## src/rtl/tcg_pkg.sv

```systemverilog
package tcg_pkg;
  typedef enum logic [1:0] {
    CAT_POST    = 2'd0,
    CAT_NONPOST = 2'd1,
    CAT_CPL     = 2'd2,
    CAT_NONE    = 2'd3
  } cat_e;

  localparam int NUM_CAT = 3;
  localparam int BYTES_PER_CREDIT_LOG2 = 2;
endpackage

```

## src/rtl/tcg_data_need.sv

```systemverilog
module tcg_data_need #(
  parameter int LEN_W = 12,
  parameter int DAT_W = 12
) (
  input  logic [LEN_W-1:0] len,
  input  logic             has_data,
  output logic [DAT_W-1:0] need
);
  localparam int SUM_W = LEN_W + 1;
  localparam int RND   = (1 << tcg_pkg::BYTES_PER_CREDIT_LOG2) - 1;

  logic [SUM_W-1:0] rounded;

  always_comb begin
    rounded = ({1'b0, len} + SUM_W'(RND)) >> tcg_pkg::BYTES_PER_CREDIT_LOG2;
    if (has_data) need = DAT_W'(rounded);
    else          need = '0;
  end
endmodule

```

## src/rtl/tcg_credit_pool.sv

```systemverilog
module tcg_credit_pool #(
  parameter int W = 8
) (
  input  logic         clk,
  input  logic         rst_n,
  input  logic         init_load,
  input  logic [W-1:0] init_val,
  input  logic         add_en,
  input  logic [W-1:0] add_val,
  input  logic         take_en,
  input  logic [W-1:0] take_val,
  input  logic [W-1:0] need,
  output logic         covers
);
  logic [W-1:0] limit_q, limit_d;
  logic [W-1:0] used_q, used_d;
  logic [W-1:0] avail;
  logic         inf_q, inf_d;
  logic         upd_en;

  always_comb begin
    limit_d = limit_q;
    used_d  = used_q;
    inf_d   = inf_q;
    if (init_load) begin
      limit_d = init_val;
      used_d  = '0;
      inf_d   = (init_val == '0);
    end else begin
      if (add_en && !inf_q)  limit_d = limit_q + add_val;
      if (take_en && !inf_q) used_d  = used_q + take_val;
    end
    upd_en = init_load | add_en | take_en;
    avail  = limit_q - used_q;
    covers = inf_q | (avail >= need);
  end

  always_ff @(posedge clk or negedge rst_n) begin
    if (!rst_n) begin
      limit_q <= '0;
      used_q  <= '0;
      inf_q   <= 1'b0;
    end else if (upd_en) begin
      limit_q <= limit_d;
      used_q  <= used_d;
      inf_q   <= inf_d;
    end
  end
endmodule

```

## src/rtl/tx_credit_gate.sv

```systemverilog
module tx_credit_gate #(
  parameter int HDR_W = 8,
  parameter int DAT_W = 12,
  parameter int LEN_W = 12
) (
  input  logic             clk,
  input  logic             rst_n,
  input  logic             init_valid,
  input  logic [1:0]       init_cat,
  input  logic [HDR_W-1:0] init_hdr,
  input  logic [DAT_W-1:0] init_dat,
  input  logic             init_done,
  input  logic             upd_valid,
  input  logic [1:0]       upd_cat,
  input  logic [HDR_W-1:0] upd_hdr,
  input  logic [DAT_W-1:0] upd_dat,
  input  logic             req_valid,
  input  logic [1:0]       req_cat,
  input  logic             req_has_data,
  input  logic [LEN_W-1:0] req_len,
  output logic             send_ok,
  output logic             tx_take
);
  import tcg_pkg::*;

  logic [1:0]       rst_sync_q;
  logic             rst_s_n;
  logic             link_q, link_d;
  logic [DAT_W-1:0] dat_need;
  logic [NUM_CAT-1:0] hdr_cov, dat_cov;
  logic             cat_ok;

  // asynchronous assert, synchronous release
  always_ff @(posedge clk or negedge rst_n) begin
    if (!rst_n) rst_sync_q <= 2'b00;
    else        rst_sync_q <= {rst_sync_q[0], 1'b1};
  end
  assign rst_s_n = rst_sync_q[1];

  always_comb link_d = link_q | init_done;

  always_ff @(posedge clk or negedge rst_s_n) begin
    if (!rst_s_n)     link_q <= 1'b0;
    else if (!link_q) link_q <= link_d;
  end

  tcg_data_need #(.LEN_W(LEN_W), .DAT_W(DAT_W)) need_i (
    .len      (req_len),
    .has_data (req_has_data),
    .need     (dat_need)
  );

  for (genvar c = 0; c < NUM_CAT; c++) begin : g_cat
    logic ld, add, take;
    always_comb begin
      ld   = init_valid && !link_q && (init_cat == 2'(c));
      add  = upd_valid && link_q && (upd_cat == 2'(c));
      take = tx_take && (req_cat == 2'(c));
    end

    tcg_credit_pool #(.W(HDR_W)) hdr_i (
      .clk (clk), .rst_n (rst_s_n),
      .init_load (ld),   .init_val (init_hdr),
      .add_en    (add),  .add_val  (upd_hdr),
      .take_en   (take), .take_val (HDR_W'(1)),
      .need      (HDR_W'(1)),
      .covers    (hdr_cov[c])
    );

    tcg_credit_pool #(.W(DAT_W)) dat_i (
      .clk (clk), .rst_n (rst_s_n),
      .init_load (ld),   .init_val (init_dat),
      .add_en    (add),  .add_val  (upd_dat),
      .take_en   (take), .take_val (dat_need),
      .need      (dat_need),
      .covers    (dat_cov[c])
    );
  end

  always_comb begin
    cat_ok = 1'b0;
    for (int c = 0; c < NUM_CAT; c++) begin
      if (req_cat == 2'(c)) cat_ok = hdr_cov[c] & dat_cov[c];
    end
    send_ok = link_q & cat_ok;
    tx_take = req_valid & send_ok;
  end
endmodule

```

## config.mk

```make
export PLATFORM = sky130hd
export DESIGN_NAME = tx_credit_gate
export DESIGN_NICKNAME = d
export VERILOG_FILES = /design/src/rtl/tcg_pkg.sv /design/src/rtl/tcg_data_need.sv /design/src/rtl/tcg_credit_pool.sv /design/src/rtl/tx_credit_gate.sv
export SDC_FILE = /design/constraint.sdc
export NUM_CORES = 1
export LEC_CHECK = 0
export BUFFER_PORTS_ARGS = -buffer_cell sky130_fd_sc_hd__buf_2
export CAP_MARGIN = 30
export CORE_ASPECT_RATIO = 0.5
export CORE_MARGIN = 3
export CORE_UTILIZATION = 28
export CTS_BUF_LIST = sky130_fd_sc_hd__clkbuf_16
export CTS_CLUSTER_DIAMETER = 200
export DETAILED_ROUTE_END_ITERATION = 10
export PLACE_DENSITY = 0.4
export SYNTH_ARGS = -nofsm -noshare
export SYNTH_HDL_FRONTEND = slang
export SYNTH_SLANG_ARGS = --single-unit
```

## constraint.sdc

```tcl
create_clock -name clk -period 10.6 [get_ports clk]
set_clock_uncertainty 0.1 [all_clocks]
set_input_delay 0.53 -clock clk [delete_from_list [all_inputs] [get_ports clk]]
set_output_delay 0.53 -clock clk [all_outputs]
set_load 0.01 [all_outputs]
```

# Word-level counts from Yosys, hierarchy flattened

Cells that the tools add are included.

Register bits: 129
Input port bits: 65
Output and inout bits: 2
Logic and storage cells: 160

$add $sub $neg: 19
Order comparisons: 6
Equality and inequality tests: 6
Muxes and demuxes: 29
Bitwise gates (word level): 18
Reductions and logical operators: 62

Operators with widths:

| kind                                                 | number |
|---|---|
| 2-to-1 mux 12 bit                                    | 12 |
| 2-to-1 mux 8 bit                                     | 12 |
| adder 12 x 11 -> 12 bit                              | 3 |
| adder 12 bit                                         | 3 |
| >= comparator 12 x 11 -> 1 bit                       | 3 |
| subtractor 12 bit                                    | 3 |
| AND reduction 2 bit                                  | 15 |
| adder 8 x 1 -> 8 bit (second input constant)         | 3 |
| adder 8 bit                                          | 3 |
| >= comparator 8 x 1 -> 1 bit (second input constant) | 3 |
| nonzero test 2 bit                                   | 12 |
| subtractor 8 bit                                     | 3 |
| logical AND 1 bit                                    | 23 |
| adder 12 x 2 -> 13 bit (second input constant)       | 1 |
| bitwise OR 1 bit                                     | 13 |
| logical NOT 12 bit                                   | 1 |
| 2-to-1 mux 11 bit                                    | 1 |
| logical NOT 8 bit                                    | 1 |
| logical NOT 1 bit                                    | 7 |
| equality test 2 x 1 -> 1 bit (second input constant) | 3 |
| equality test 2 bit (second input constant)          | 3 |
| logical NOT 2 bit                                    | 3 |
| AND 1 bit                                            | 5 |
| 2-to-1 mux 1 bit                                     | 4 |

# Logic depth before layout (Yosys ltp)

Gate-level depths: netlist of run 1.

Depth in word-level cells: 14
Gate-level depth with buffers: 23
Depth with buffers taken out: 22

# Modules after synthesis

A second synthesis of run 1 with hierarchy kept.

Cell total of the unflattened synthesis: 1754
Area, all modules: 14253.7 um^2

Modules (own cells, without submodules):

| module                               | times used | cells an instance | area each (um^2) | sequential area each (um^2) |
|---|---|---|---|---|
| tcg_credit_pool (g_cat[0].dat_i ...) | 2          | 346               | 2773.9           | 625.6 |
| tcg_credit_pool (g_cat[0].hdr_i ...) | 2          | 221               | 1845.5           | 425.4 |
| tcg_credit_pool (g_cat[2].dat_i)     | 1          | 344               | 2777.7           | 625.6 |
| tcg_credit_pool (g_cat[2].hdr_i)     | 1          | 207               | 1765.4           | 425.4 |
| tcg_data_need                        | 1          | 41                | 246.5            | 0.0 |
| tx_credit_gate                       | 1          | 28                | 225.2            | 75.1 |

# Least setup slack after synthesis of run 1

OpenSTA, ideal clock, no wires.

Kind: flip-flop to flip-flop
From: register g_cat[0].dat_i.limit_q[0]
To: register g_cat[2].hdr_i.used_q[6]
Setup time: 78 ps
Arrival time: 4469 ps
Required time: 10422 ps
Path slack: 5953 ps
Stages on the path, launching flop included: 23
Path buffers: 0
Clock period less this slack: 4647 ps
Cells stage by stage: dfrtp_1 inv_1 ha_1 inv_1 fa_1 a21o_1 a21oi_1 o21bai_1 a21oi_1 o21bai_1 a21oi_1 o21bai_1 a21oi_1 xnor2_1 ha_1 o21ai_1 or4_4 nand4_1 mux2i_1 or2_4 a211o_1 or4_1 a21oi_1

Longest elaborated chain between the ends: 13
Elaborated cells between the ends (all ways): 14
Those cells by class: add/sub (1); order compare (1); mux (3); bitwise (5); reduce/logical (4)

Ends and longest elaborated chain:

| what                               | RTL line              | source |
|---|---|---|
| start, declared                    | tcg_credit_pool.sv:15 | `logic [W-1:0] limit_q, limit_d;` |
| start signal, assigned             | tcg_credit_pool.sv:44 | `limit_q <= limit_d;` |
| subtractor 12 bit (*)              | tcg_credit_pool.sv:34 | `avail = limit_q - used_q;` |
| >= comparator 12 x 11 -> 1 bit (*) | tcg_credit_pool.sv:35 | `covers = inf_q \| (avail >= need);` |
| bitwise OR 1 bit (*)               | tcg_credit_pool.sv:35 |  |
| AND 1 bit (*)                      | tx_credit_gate.sv:83  | `if (req_cat == 2'(c)) cat_ok = hdr_cov[c] & dat_cov[c];` |
| 2-to-1 mux 1 bit (*) (3 in a row)  | tx_credit_gate.sv:83  |  |
| AND 1 bit (*)                      | tx_credit_gate.sv:85  | `send_ok = link_q & cat_ok;` |
| AND 1 bit (*)                      | tx_credit_gate.sv:86  | `tx_take = req_valid & send_ok;` |
| logical AND 1 bit (*)              | tx_credit_gate.sv:58  | `take = tx_take && (req_cat == 2'(c));` |
| logical AND 1 bit                  | tcg_credit_pool.sv:31 | `if (take_en && !inf_q) used_d = used_q + take_val;` |
| nonzero test 2 bit (no line)       | --                    |  |
| AND reduction 2 bit (no line) (*)  | --                    |  |
| end signal, assigned               | tcg_credit_pool.sv:45 | `used_q <= used_d;` |
| end, declared                      | tcg_credit_pool.sv:16 | `logic [W-1:0] used_q, used_d;` |

Every way passes the cells marked *; elsewhere a longest branch is shown, timed or not.
A chain may end at the register's enable or synchronous reset.

# Worst setup path in the final report of run 1

From: register g_cat[0].dat_i.limit_q[0]
To: output tx_take

Longest elaborated chain between the ends: 9

Ends and longest elaborated chain:

| what                           | RTL line              | source |
|---|---|---|
| subtractor 12 bit              | tcg_credit_pool.sv:34 |  |
| >= comparator 12 x 11 -> 1 bit | tcg_credit_pool.sv:35 |  |
| bitwise OR 1 bit               | tcg_credit_pool.sv:35 |  |
| AND 1 bit                      | tx_credit_gate.sv:83  |  |
| 2-to-1 mux 1 bit (3 in a row)  | tx_credit_gate.sv:83  |  |
| AND 1 bit                      | tx_credit_gate.sv:85  |  |
| AND 1 bit                      | tx_credit_gate.sv:86  |  |
| end, declared                  | tx_credit_gate.sv:22  | `output logic tx_take` |

No other way between the ends.

==> results.cfg, run 1 <==
[outcome]
run_status = finished, final reports clean

[global_route]
antenna_found_initial = 0
grt_start_max_net_pins = 57
first_pass_grt_wire_length_um = 59700
gr-usage-met1_pct = 23.5
grt.overflow.total = 0
top_usage_layer = met2
grt_use_total_pct = 16.5
first_global_vias = 10300
met3_usage_pct = 2.24
globalRouteMet2Util_pct = 26.7

[synth]
synthesis.yosys.warnings = 0
synth.yosys.seq_area_share_pct = 26.0
dominantRegCellSynth = dfrtp_1
synth_area_per_cell_sq_um = 8.39
number_of_flops_mapped_to_enable_cells_by_yosys = 0
synth_area_sq_um = 12400
cell_variety_after_synth = 73
synth_fp_nets = 1734
yosys.area.top_type = dfrtp_1
postSynthCellCount = 1477
asyncSetResetFlopFracSynth_pct = 100
ranking_of_synthesized_cells_by_area = dfrtp_1 26%, ha_1 18%, xnor2_1 5.7%
synth.top_cell.area_share_pct = 26.0
synth.ff_latch_count = 129

[cts]
numClockSinks = 129
cts.clk_slew.worst_paths_ps = 60
cts_root_buf = clkbuf_16
post_cts.repair.setup_buffers = 0
cts.htree.levels = 4
clock_insertion_delay_worst_skew_ps = 440
postCtsResizedCells = 0
cts_made_buffers = 17
cts_buffer_depth = 2
clock_tree_from_tritoncts = done

[timing]
worst_slew_pin_slew_ps = 950
final_report_hold_violation_count = 0
setup-tns-final_ps = 0
post-route-min-period_ps = 5710
setup_viol_count_final = 0
finalCritPeriodShare_pct = 53.9
grt_setup_unrepaired = false
maxSlewViolCount = 0
maxClockFrequency_ghz = 0.175
slew_headroom_pct = 36.5

[cells_and_area]
area.growth.synth_to_final_pct = 13.4
nets = 1803
final_layout_size_suffix_gt1_share_pct = 9.30
fillerInstances = 4514
insertedDiodeCount = 0
final_core_utilization_pct = 32.8

[worst_setup_path]
reg2reg_setup_slack_ps = 5200
critical-path-top-cell-by-count = a21oi_1
r2r-start = g_cat[0].dat_i.limit_q[0]
timing.reg2reg.worst_path_depth = 22
r2r_end = g_cat[2].hdr_i.used_q[6]
timing.critical_path.cells = inv_1 > ha_1 > inv_1 > fa_1 > a21o_1 > a21oi_1 > o21bai_1 > a21oi_1 > o21bai_1 > a21oi_1 > o21bai_1 > a21oi_1 > xnor2_1 > ha_1 > o21ai_1 > or4_4 > nand4_1 > mux2i_1 > or2_4 > a21o_1 > nor2_1 > buf_2
cp.arrival_ps = 5080
critPathMaxFanout = 5
capturing_element_type_of_the_critical_path = output pin
slowest_stage_delay_on_critical_path_ps = 560
criticalPathCategory = flip-flop to output pin
start_kind = flip-flop
cp_slowest_cell = or4_4
cp_data_required_time_ps = 9970
critPathLaunch = g_cat[0].dat_i.limit_q[0]

[power]
static-leakage-power_nw = 6.41
power_density_nw_per_um2 = 330
ir_worst_vdd_mv = 0.137

[hold_path]
min_from = init_done
worst_min_delay_path_class = input port to flip-flop
min_to = link_q
hold_depth = 2

[route]
drt-pass1-iter-count = 4
total_wirelength_um = 37900
drt_first_iter_violations = 628
viasPerCell = 4.95
drcViolationCount = 0
ant_nets = 0
vias = 10600
route.detailed.wl_per_inst_um = 17.8

[floorplan]
num_rows = 53
io_pins = 67
core_sq_um = 42800
overall_die_height_um = 155
floorplan.die.width_um = 304
starting_density_of_the_core_pct = 28.9
design.die.area_sq_um = 47000

[run]
max-cap-violations = 0

[placement]
portbufs = 66
gp_routability_congestion = 0.894
detailedPlacementHpwl_um = 29800
## metrics by stage
stage / hold WS [ps] / total power, W / cells / area, sq um / worst slack, ps
2_1_floorplan: 134 / 0.00327 / 1477 / 12400 / 5950
3_3_place_gp: 215 / 0.00392 / 2101 / 13500 / 5350
3_5_place_dp: 221 / 0.00400 / 2103 / 13500 / 5270
4_1_cts: 140 / 0.00466 / 2136 / 14100 / 4870
5_1_grt: 153 / 0.00514 / 2136 / 14100 / 4540
6_report: 170 / 0.00464 / 2136 / 14100 / 4890
## final cells by class
| class | instances | area (sq um) | share of cell area, % |
|---|---|---|---|
| Clock buffer | 17 | 425 | 3.03 |
| Clock inverter | 15 | 153 | 1.09 |
| Inverter | 129 | 484 | 3.44 |
| Multi-Input combinational cell | 1184 | 8570 | 60.9 |
| Sequential cell | 129 | 3230 | 23.0 |
| Tap cell | 577 | 722 | 5.13 |
| Timing Repair Buffer | 85 | 479 | 3.41 |
## routing by layer
metal | up-vias | wire length (um)
li1 | 5387 | -
met1 | 5019 | 19200
met2 | 144 | 17200
met3 | 19 | 1140
met4 | 0 | 382
met5 | - | 0
## what timing repair did
item / CTS / global route
hold buffers: 1 / 0
endpoints found under the hold margin: 2 / 0
endpoints found under the setup margin: 0 / 0
## worst max path at each step
stage | to | slack [ps] | cells after the start
after floorplan | g_cat[2].hdr_i.used_q[6] | 5950 | 22
after global placement | g_cat[2].hdr_i.used_q[6] | 5350 | 22
after detailed placement | g_cat[2].hdr_i.used_q[6] | 5270 | 22
after CTS | send_ok | 4870 | 21
after global routing | send_ok | 4540 | 21
final | tx_take | 4890 | 22
## logic make-up after synthesis
family | count (synthesis) | share of synthesized area (%)
other | 1 | 0.0303
adder cells (fa/ha/maj) | 192 | 20.3
XOR/XNOR | 124 | 8.76
multiplexers | 32 | 2.58
flip-flops | 129 | 26.0
AND/OR/NAND/NOR | 438 | 17.1
AO/OA/AOI/OAI | 397 | 20.1
buffers and inverters | 164 | 5.09
## sequential cells by signal, summed over array words and instances, names as in the netlist
signal and cells:
g_cat.dat_i.inf_q 3, g_cat.dat_i.limit_q 36, g_cat.dat_i.used_q 36, g_cat.hdr_i.inf_q 3
g_cat.hdr_i.limit_q 24, g_cat.hdr_i.used_q 24, link_q 1, rst_sync_q 2
## Yosys cell counts, types with 15 or more instances
cell and count:
ha_1 177, nand2_1 147, dfrtp_1 129, inv_1 129
a21oi_1 120, o21ai_0 106, nor2_1 93, xnor2_1 81
xor2_1 43, nor3_1 36, a21o_1 34, mux2i_1 32
o31ai_1 31, clkbuf_1 27, nand3_1 27, nand2b_1 25
nor2b_1 21, o21bai_1 21, or3_1 21, fa_1 15
## critical path: cells and delay by family (launching register included)
family	cells	cell delay, ps
adders and majority gates	3	830
buffers and inverters	3	290
and+or+nand+nor	4	1160
xor gates and xnor gates	1	90
AOI/OAI and AO/OA	10	1720
muxes	1	140
DFF	1	400
## cells in the final DEF (no fill, tap or decap), types with 6 or more instances in the layout
cell and instances:
a211oi_1 6, a21o_1 34, a21oi_1 120, a31oi_1 14, and3_1 11, buf_2 66
buf_4 17, clkbuf_16 17, dfrtp_1 128, fa_1 15, ha_1 177, inv_1 131
mux2i_1 32, nand2_1 147, nand2b_1 25, nand3_1 27, nand4_1 12, nor2_1 93
nor2b_1 21, nor3_1 34, nor4_1 11, o211ai_1 7, o21a_1 13, o21ai_0 104
o21bai_1 21, o31ai_1 31, o41ai_1 6, or2_2 8, or3_1 21, xnor2_1 81
xor2_1 43
## report_power, final
| group | internal, W | leakage [nW] | total, W | switching, W |
|---|---|---|---|---|
| clock network | 0.000364 | 0.287 | 0.000611 | 0.000247 |
| registers | 0.000691 | 1.54 | 0.000914 | 0.000223 |
| logic | 0.00141 | 4.58 | 0.00311 | 0.00171 |
| total | 0.00246 | 6.41 | 0.00464 | 0.00218 |
No activity file was read; power rests on OpenSTA's default activity.
==> run 2: changes to the inputs <==
Settings changed: PLACE_DENSITY 0.4 to 0.41.
Clock period 10.6 ns to 4.9 ns, I/O delays scaled along.
==> run 2 against run 1 <==
Compared with the run above: final cell count rose by 2.5%; critical path depth fell by 3; final area rose by 6.3%; highest routed layer unchanged.
==> results.cfg, run 2 (synthesis gave the netlist of run 1 again) <==
[outcome]
run_status = finished, final reports clean

[cells_and_area]
most-common-layout-cells = 175 x ha_1, 137 x nand2_1, 130 x inv_1
final_layout_size_suffix_gt1_share_pct = 14.5
final_core_utilization_pct = 34.9
nets = 1856
fillerInstances = 4513
commonest_non_fill_non_tap_cell_in_the_layout = ha_1
largestRegisters = g_cat.dat_i.limit_q x36, g_cat.dat_i.used_q x36
area.growth.synth_to_final_pct = 20.5
insertedDiodeCount = 0

[route]
drt_first_iter_violations = 627
vias = 11000
drt-pass1-iter-count = 5
total_wirelength_um = 39400
route.detailed.wl_per_inst_um = 18.0
ant_nets = 0
drcViolationCount = 0
viasPerCell = 5.00

[global_route]
grt_start_max_net_pins = 50
antenna_found_initial = 0
first_global_vias = 10700
first_pass_grt_wire_length_um = 60400
grt_use_total_pct = 16.7
grt.overflow.total = 0

[worst_setup_path]
slowest_stage_delay_on_critical_path_ps = 510
crit_family = compound AO/OA/AOI/OAI gates
criticalPathCategory = flip-flop to output pin
cp_data_required_time_ps = 4550
reg2reg_setup_slack_ps = 60
r2r-start = g_cat[0].dat_i.used_q[1]
r2r_end = g_cat[2].dat_i.used_q[10]
cp_slowest_cell = or4_4
critPathLaunch = g_cat[0].dat_i.used_q[1]
cp.arrival_ps = 4520
timing.reg2reg.worst_path_depth = 23
path_buf_inv = 3
timing.critical_path.cells = inv_2 > ha_4 > nor2b_4 > o31a_1 > o41ai_2 > buf_4 > o21ba_4 > o21bai_1 > a21oi_1 > xnor2_1 > ha_1 > o21a_1 > o21ai_2 > or4_4 > nand4_1 > mux2i_1 > or2_4 > a211oi_2 > buf_2
capturing_element_type_of_the_critical_path = output pin
start_kind = flip-flop
critPathMaxFanout = 5

[cts]
numClockSinks = 129
cts.clk_slew.worst_paths_ps = 60
cts_root_buf = clkbuf_16
cts_buffer_depth = 2
cts_made_buffers = 17
clock_insertion_delay_worst_skew_ps = 450
cts.htree.levels = 4
clock_tree_from_tritoncts = done

[floorplan]
io_pins = 67
overall_die_height_um = 155
starting_density_of_the_core_pct = 28.9
design.die.area_sq_um = 47000
num_rows = 53
floorplan.die.width_um = 304
core_sq_um = 42800

[timing]
setup-tns-final_ps = 0
worst_slew_pin_slew_ps = 960
maxSlewViolCount = 0
finalCritPeriodShare_pct = 99.3
final_report_hold_violation_count = 0
grt_setup_unrepaired = true
post-route-min-period_ps = 4860
setup_viol_count_final = 0
slew_headroom_pct = 35.8
maxClockFrequency_ghz = 0.206
fin_hold_ws_ps = 17.9

[hold_path]
min_to = g_cat[1].hdr_i.limit_q[7]
hold_depth = 3
worst_min_delay_path_class = input port to flip-flop
min_from = init_hdr[7]

[placement]
portbufs = 66
detailedPlacementHpwl_um = 30000
gp_routability_congestion = 0.811

[power]
ir_worst_vdd_mv = 0.268
static-leakage-power_nw = 6.83
power_density_nw_per_um2 = 716

[run]
max-cap-violations = 0
run 2: what timing repair did:
item | 4_1_cts | 5_1_grt
gates resized for setup | 21 | 60
hold buffers | 13 | 0
endpoints found under the setup margin | 8 | 52
setup buffers | 8 | 8
gates cloned | 0 | 6
pin swaps | 16 | 15
endpoints found under the hold margin | 27 | 0
run 2: area by class of cell:
type | count | area (sq um) | area share, %
Timing Repair Buffer | 138 | 1010 | 6.77
Multi-Input combinational cell | 1184 | 8890 | 59.5
Clock inverter | 15 | 178 | 1.19
Clock buffer | 17 | 425 | 2.85
Sequential cell | 129 | 3230 | 21.6
Inverter | 129 | 484 | 3.24
Tap cell | 577 | 722 | 4.83
run 2: per-layer routing:
metal	global-route usage, %	wire length, um
met1	22.8	19400
met2	27.3	18100
met3	2.82	1340
met4	4.13	567
met5	0	0
run 2: metrics by stage:
stage                     power (W)  instances  area (sq um)  worst slack [ps]
after detailed placement    0.00878       2123         13600             -80.9
after global routing         0.0118       2189         14900              -222
after floorplan             0.00706       1477         12400               253
final                        0.0107       2189         14900              36.3
after CTS                    0.0105       2176         14500              12.6
after global placement      0.00855       2122         13600             -10.2
run 2: report_power, final:
| part | total, W | switching, W | internal, W |
|---|---|---|---|
| registers | 0.00198 | 0.000487 | 0.00149 |
| logic | 0.00731 | 0.00392 | 0.00339 |
| clock network | 0.00140 | 0.000559 | 0.000840 |
run 2: how the worst max path moves through the flow:
stage | to | slack, ps | cells past startpoint
after global placement | g_cat[2].hdr_i.used_q[3] | -10 | 23
final | send_ok | 40 | 19
after CTS | tx_take | 10 | 21
after detailed placement | g_cat[2].hdr_i.used_q[6] | -80 | 22
after global routing | tx_take | -220 | 22
after floorplan | g_cat[2].hdr_i.used_q[6] | 250 | 22
run 2: worst reg2reg max path, stage by stage (launching register included):
cell and delay (ps):
dfrtp_1 390, inv_2 90, ha_4 200, nor2b_4 120, o31a_1 330, o41ai_2 340
buf_4 180, o21ba_4 130, o21bai_1 80, a21oi_1 160, xnor2_1 100, ha_1 280
o21a_1 130, o21ai_2 60, or4_4 510, nand4_1 100, mux2i_1 90, or2_4 290
buf_6 120, buf_6 100, a2111oi_4 290, buf_6 210, buf_12 170, mux2i_1 190
